[config.mk]
export PLATFORM = sky130hd
export DESIGN_NAME = poll_read_mux
export DESIGN_NICKNAME = d
export VERILOG_FILES = /design/src/rtl/poll_read_pkg.sv /design/src/rtl/poll_read_ctrl.sv /design/src/rtl/poll_read_dp.sv /design/src/rtl/poll_read_mux.sv
export SDC_FILE = /design/constraint.sdc
export NUM_CORES = 1
export LEC_CHECK = 0
export CAP_MARGIN = 20
export CORE_AREA = 2 2 39 41
export DETAILED_ROUTE_END_ITERATION = 8
export DIE_AREA = 0 0 41 43
export DONT_BUFFER_PORTS = 1
export GPL_TIMING_DRIVEN = 0
export PLACE_DENSITY = 0.33
export REMOVE_ABC_BUFFERS = 1
export SLEW_MARGIN = 25
export SYNTH_ARGS = -nofsm -noshare
export SYNTH_HDL_FRONTEND = slang
export SYNTH_SLANG_ARGS = --single-unit
[constraint.sdc]
create_clock -name clk -period 0.89 [get_ports clk]
set_input_delay 0.1335 -clock clk [delete_from_list [all_inputs] [get_ports clk]]
set_output_delay 0.1335 -clock clk [all_outputs]
set_load 0.1 [all_outputs]
[src/rtl/poll_read_pkg.sv]
package poll_read_pkg;
  typedef struct packed {
    logic driveEn;
    logic statusSel;
    logic toggleFlip;
    logic toggleLoad;
  } readStrobes_t;
endpackage

[src/rtl/poll_read_ctrl.sv]
module poll_read_ctrl
  import poll_read_pkg::*;
(
  input  logic         clk,
  input  logic         rstN,
  input  logic         resN,
  input  logic         ceN,
  input  logic         oeN,
  input  logic         weN,
  input  logic         busy,
  output readStrobes_t strobes
);
  logic readActive;
  logic readActiveQ;
  logic readEnd;

  assign readActive = resN & ~ceN & ~oeN & weN;
  assign readEnd    = readActiveQ & ~readActive;

  always_ff @(posedge clk) begin
    if (!rstN) readActiveQ <= 1'b0;
    else       readActiveQ <= readActive;
  end

  always_comb begin
    strobes.driveEn    = readActive;
    strobes.statusSel  = busy;
    strobes.toggleLoad = ~busy;
    strobes.toggleFlip = busy & readEnd;
  end
endmodule

[src/rtl/poll_read_dp.sv]
module poll_read_dp
  import poll_read_pkg::*;
#(
  parameter int DATA_W = 8
) (
  input  logic              clk,
  input  logic              rstN,
  input  readStrobes_t      strobes,
  input  logic              lastTopBit,
  input  logic [DATA_W-1:0] arrayData,
  output logic [DATA_W-1:0] dout
);
  localparam int POLL_BIT   = DATA_W - 1;
  localparam int TOGGLE_BIT = DATA_W - 2;

  logic              toggleQ;
  logic [DATA_W-1:0] statusWord;

  always_ff @(posedge clk) begin
    if (!rstN)                   toggleQ <= 1'b1;
    else if (strobes.toggleLoad) toggleQ <= 1'b1;
    else if (strobes.toggleFlip) toggleQ <= ~toggleQ;
  end

  always_comb begin
    statusWord             = arrayData;
    statusWord[POLL_BIT]   = ~lastTopBit;
    statusWord[TOGGLE_BIT] = toggleQ;
  end

  always_comb begin
    if (!strobes.driveEn)       dout = '0;
    else if (strobes.statusSel) dout = statusWord;
    else                        dout = arrayData;
  end
endmodule

[src/rtl/poll_read_mux.sv]
module poll_read_mux
  import poll_read_pkg::*;
#(
  parameter int DATA_W = 8
) (
  input  logic              clk,
  input  logic              rstN,
  input  logic              resN,
  input  logic              ceN,
  input  logic              oeN,
  input  logic              weN,
  input  logic              busy,
  input  logic              lastTopBit,
  input  logic [DATA_W-1:0] arrayData,
  output logic [DATA_W-1:0] dout,
  output logic              doutEn
);
  readStrobes_t strobes;

  poll_read_ctrl ctrl_i (
    .clk(clk), .rstN(rstN), .resN(resN), .ceN(ceN), .oeN(oeN),
    .weN(weN), .busy(busy), .strobes(strobes)
  );

  poll_read_dp #(.DATA_W(DATA_W)) dp_i (
    .clk(clk), .rstN(rstN), .strobes(strobes), .lastTopBit(lastTopBit),
    .arrayData(arrayData), .dout(dout)
  );

  assign doutEn = strobes.driveEn;
endmodule

==> After elaboration in Yosys (flattened, before gate mapping) <==
Cells that the tools add are included.
{ "word_totals": {"regBits": 2, "input_bits": 16, "out_inout_bits": 9, "wordCells": 15} }
{ "op_classes": {"n_mux": 2, "bitwise": 10, "reduce_logical": 1} }
{ "ops": {"columns": ["op", "count"], "rows": [
  ["two-way mux 8 bit", 2],
  ["AND 1 bit", 5],
  ["inverter 1 bit", 5],
  ["AND reduction 2 bit", 1]
]} }

==> Depth between registers and ports, before layout <==
{ "depth": {"word_depth": 7, "depth_mapped": 3, "depth_no_buf": 3} }

==> Cells and area by module <==
A second synthesis with hierarchy kept.
{ "unflattened": {"hier_cells": 21, "area_unflattened_um2": 168.9} }
{ "modules_own_cells": {"columns": ["module", "instances", "cells_per_inst", "area_per_inst_um2", "seq_area_each_um2"], "rows": [
  ["poll_read_dp", 1, 13, 103.8, 20.0],
  ["poll_read_ctrl", 1, 8, 65.1, 20.0]
]} }

==> Worst setup path after synthesis <==
No wires, ideal clock.
{ "synth_path": {"path_kind": "input-to-output", "start": "in ceN", "end": "out dout[7]", "arrival_time_ns": 1.422, "required_ns": 0.757, "setup_slack_ns": -0.666, "path_stages": 3, "n_path_buf": 1, "path_cell_list": "and4bb_2 buf_6 o211a_1"} }
{ "synth_via": {"elab_chain_len": 5} }
{ "synth_rtl": {"columns": ["item", "line_no", "rtl"], "rows": [
  ["start: declaration", "poll_read_mux.sv:9", "input logic ceN,"],
  ["inverter 1 bit", "poll_read_ctrl.sv:17", "assign readActive = resN & ~ceN & ~oeN & weN;"],
  ["AND 1 bit (3 in a row)", "poll_read_ctrl.sv:17", null],
  ["via doutEn", "poll_read_mux.sv:16", "output logic doutEn"],
  ["two-way mux 8 bit", "poll_read_dp.sv:32", "if (!strobes.driveEn) dout = '0;"],
  ["end: declaration", "poll_read_mux.sv:15", "output logic [DATA_W-1:0] dout,"]
]} }
The timed path passes the listed nets, and every way through them passes these cells.

==> Final worst setup path <==
{ "layout_path": {"start": "in oeN", "end": "out dout[6]"} }
{ "layout_via": {"elab_chain_len": 4} }
{ "layout_rtl": {"columns": ["item", "line_no", "rtl"], "rows": [
  ["start: declaration", "poll_read_mux.sv:10", "input logic oeN,"],
  ["inverter 1 bit", "poll_read_ctrl.sv:17", null],
  ["AND 1 bit (2 in a row)", "poll_read_ctrl.sv:17", null],
  ["two-way mux 8 bit", "poll_read_dp.sv:32", null]
]} }
No other way between the ends.

==> flow_summary.yaml <==
outcome:
  status: "finished, violations left"
  violations: "negative setup slack"
timing:
  skew_ps: 2.41
  period_minus_slack_ps: 1310
  tightestPinTransition_ps: 413
  max_freq_mhz: 765
  finalHoldViolations: 0
  timing.final.crit_share_pct: 147
  hold_slack_ps: 20.0
  setup_slack_ps: -417
  rsz0062_at_grt: "true"
  setup_viol: 8
  maxSlewHeadroom_pct: 72.5
  maxSlewViolCount: 0
global_routing:
  grt_pass1_wl_um: 731
  grt_pass1_vias: 211
  antenna_found_initial: 0
  grt_usage_pct: 7.01
  gr-total-overflow: 0
  grt_max_degree: 8
clocking:
  cts_tree: "done"
  clk_latency_ps: 220
  cts_made_buffers: 3
  cts_buffer_depth: 2
  cts-htree-levels: 1
  ctsRootBufferMaster: "clkbuf_4"
  path_clk_slew_ps: 30
  cts_hold_buf: 0
  clock_sinks: 2
layout:
  antenna_cells: 0
  layout-drive-gt1-share_pct: 65.2
  final_nets: 41
  syn2layout_area_growth_pct: 41.6
  multi_input_area_um2: 149
  regArea_um2: 40.0
  nFillCells: 148
die:
  fp-row-count: 14
  start_util_pct: 12.4
  die_y_um: 43
  dieArea_mm2: 0.00176
  ios: 25
  die_w_um: 41
  coreArea_mm2: 0.00138
route:
  via_per_inst: 4.46
  routed_wl_um: 488
  wl_per_cell_um: 12.5
  drc_errors: 0
  detail-route-antenna-nets: 0
  first_pass_iters: 2
  vias: 174
  first_iter_violations: 2
pwr:
  pwr-share-seq_pct: 24.6
  switchingPower_w: 0.000114
  vdd_ir_drop_max_mv: 0.549
  internal_power_w: 0.000260
  swShare_pct: 30.6
  power_leakage_nw: 0.0957
  pwr-share-clk_pct: 52.7
  p_per_area_mw_per_mm2: 1540
  combinationalPowerShare_pct: 22.7
job:
  cap_violations: 0
critical_path:
  critPathKind: "primary input to primary output"
  crit_family: "simple AND/OR/NAND/NOR gates"
  slowest_delay_ps: 590
  critical-path-slowest-cell: "and4bb_4"
  startpoint_type: "primary input"
  crit_required_ps: 760
  crit_buf_inv: 0
  cp_cell_sequence: "and4bb_4 > and2b_4"
  end_kind: "primary output"
  critical_path_arrival_ps: 1170
  cp_max_fo: 7
synth:
  syn_inst: 19
  yosysTopAreaCell: "and2_2"
  synth_commonest_cells: "7 x and2_2, 2 x dfxtp_1"
  yosysMostFrequentCell: "and2_2"
  synth.distinct_cells: 12
  yosysWarnings: 0
  syn-mean-instance-area_um2: 9.02
  synth_edf_count: 0
  netlist_area_um2: 171
  synth_ff_type: "dfxtp_1"
  ys_top_cells_by_area: "and2_2 31%, dfxtp_1 23%, and4bb_2 7.3%"
  seq_area_frac_synth_pct: 23.4
  synth_top_area_share_pct: 30.7
  async_flop_share_pct: 0
  synth_seq_cells: 2
place:
  io_buffers: 0
  dpl_worst_slack_ps: -976
  gp_congestion: 0.533
min_path:
  hp-class: "primary input to register"
## cell families after synthesis
logic type | share of synthesized area, %
compound gates | 8.76
simple gates | 53.3
flops | 23.4
mux | 5.84
buf+inv | 8.76
## stage by stage
stage                     instances  area, um2  TNS, ps  util, %  total power [W]
after floorplan                  18        160    -6570        -         0.000165
after global placement           34        180    -7070     13.0         0.000167
after CTS                        39        243    -2470     17.5         0.000394
after detailed placement         34        180    -7120     13.0         0.000167
final                            39        243    -2430     17.5         0.000374
after global routing             39        243    -2700     17.5         0.000407
## registers in the layout (all words and copies together), names as in the netlist
signal,flops
dp_i.toggleQ,1
ctrl_i.readActiveQ,1
## layout by cell type, fill, tap and decap left out
cell and n:
and4bb_2 1, and4bb_4 1, o21ai_0 1, buf_4 1, and2_4 6, and2_2 1, mux2i_1 1, and2b_4 1
nor3_1 1, inv_1 1, nand2_1 1, o211a_4 1, clkbuf_4 3, dfxtp_1 2, nand4b_1 1
## power by group through the flow
stage	sequential [W]	clock, W	combinational (W)
global placement	0.0000930	0	0.0000742
finish	0.0000919	0.000197	0.0000848
detailed placement	0.0000930	0	0.0000743
floorplan	0.0000929	0	0.0000718
CTS	0.0000918	0.000217	0.0000850
global route	0.0000918	0.000227	0.0000880
## path summary, 6_finish.rpt
| kind | slack (ps) | startpoint | end | cells past startpoint |
|---|---|---|---|---|
| worst min register to register | 540 | dp_i.toggleQ | dp_i.toggleQ | 2 |
| worst min-delay path | 20 | rstN | dp_i.toggleQ | 1 |
| worst max register to register | 160 | ctrl_i.readActiveQ | dp_i.toggleQ | 3 |
| worst max-delay path | -420 | oeN | dout[6] | 2 |
## layout make-up
| type | instances | area share, % |
|---|---|---|
| clock buffer | 3 | 9.28 |
| inverter | 1 | 1.55 |
| multi-input combinational | 16 | 61.3 |
| sequential | 2 | 16.5 |
| tap | 16 | 8.25 |
| timing repair buffer | 1 | 3.09 |
## what timing repair did
item	4_1_cts	5_1_grt
endpoints found under the setup margin	11	8
pin swaps	8	0
gates cloned	1	0
resized for setup	10	0
setup buffers	1	0
## per-layer routing
layer	track usage, %	vias up	wire [um]
met5	0	-	0
met2	9.06	23	213
met1	5.75	75	181
met3	5.76	0	93
met4	8.00	0	0
li1	-	76	-
(Power assumes the default switching activity.)
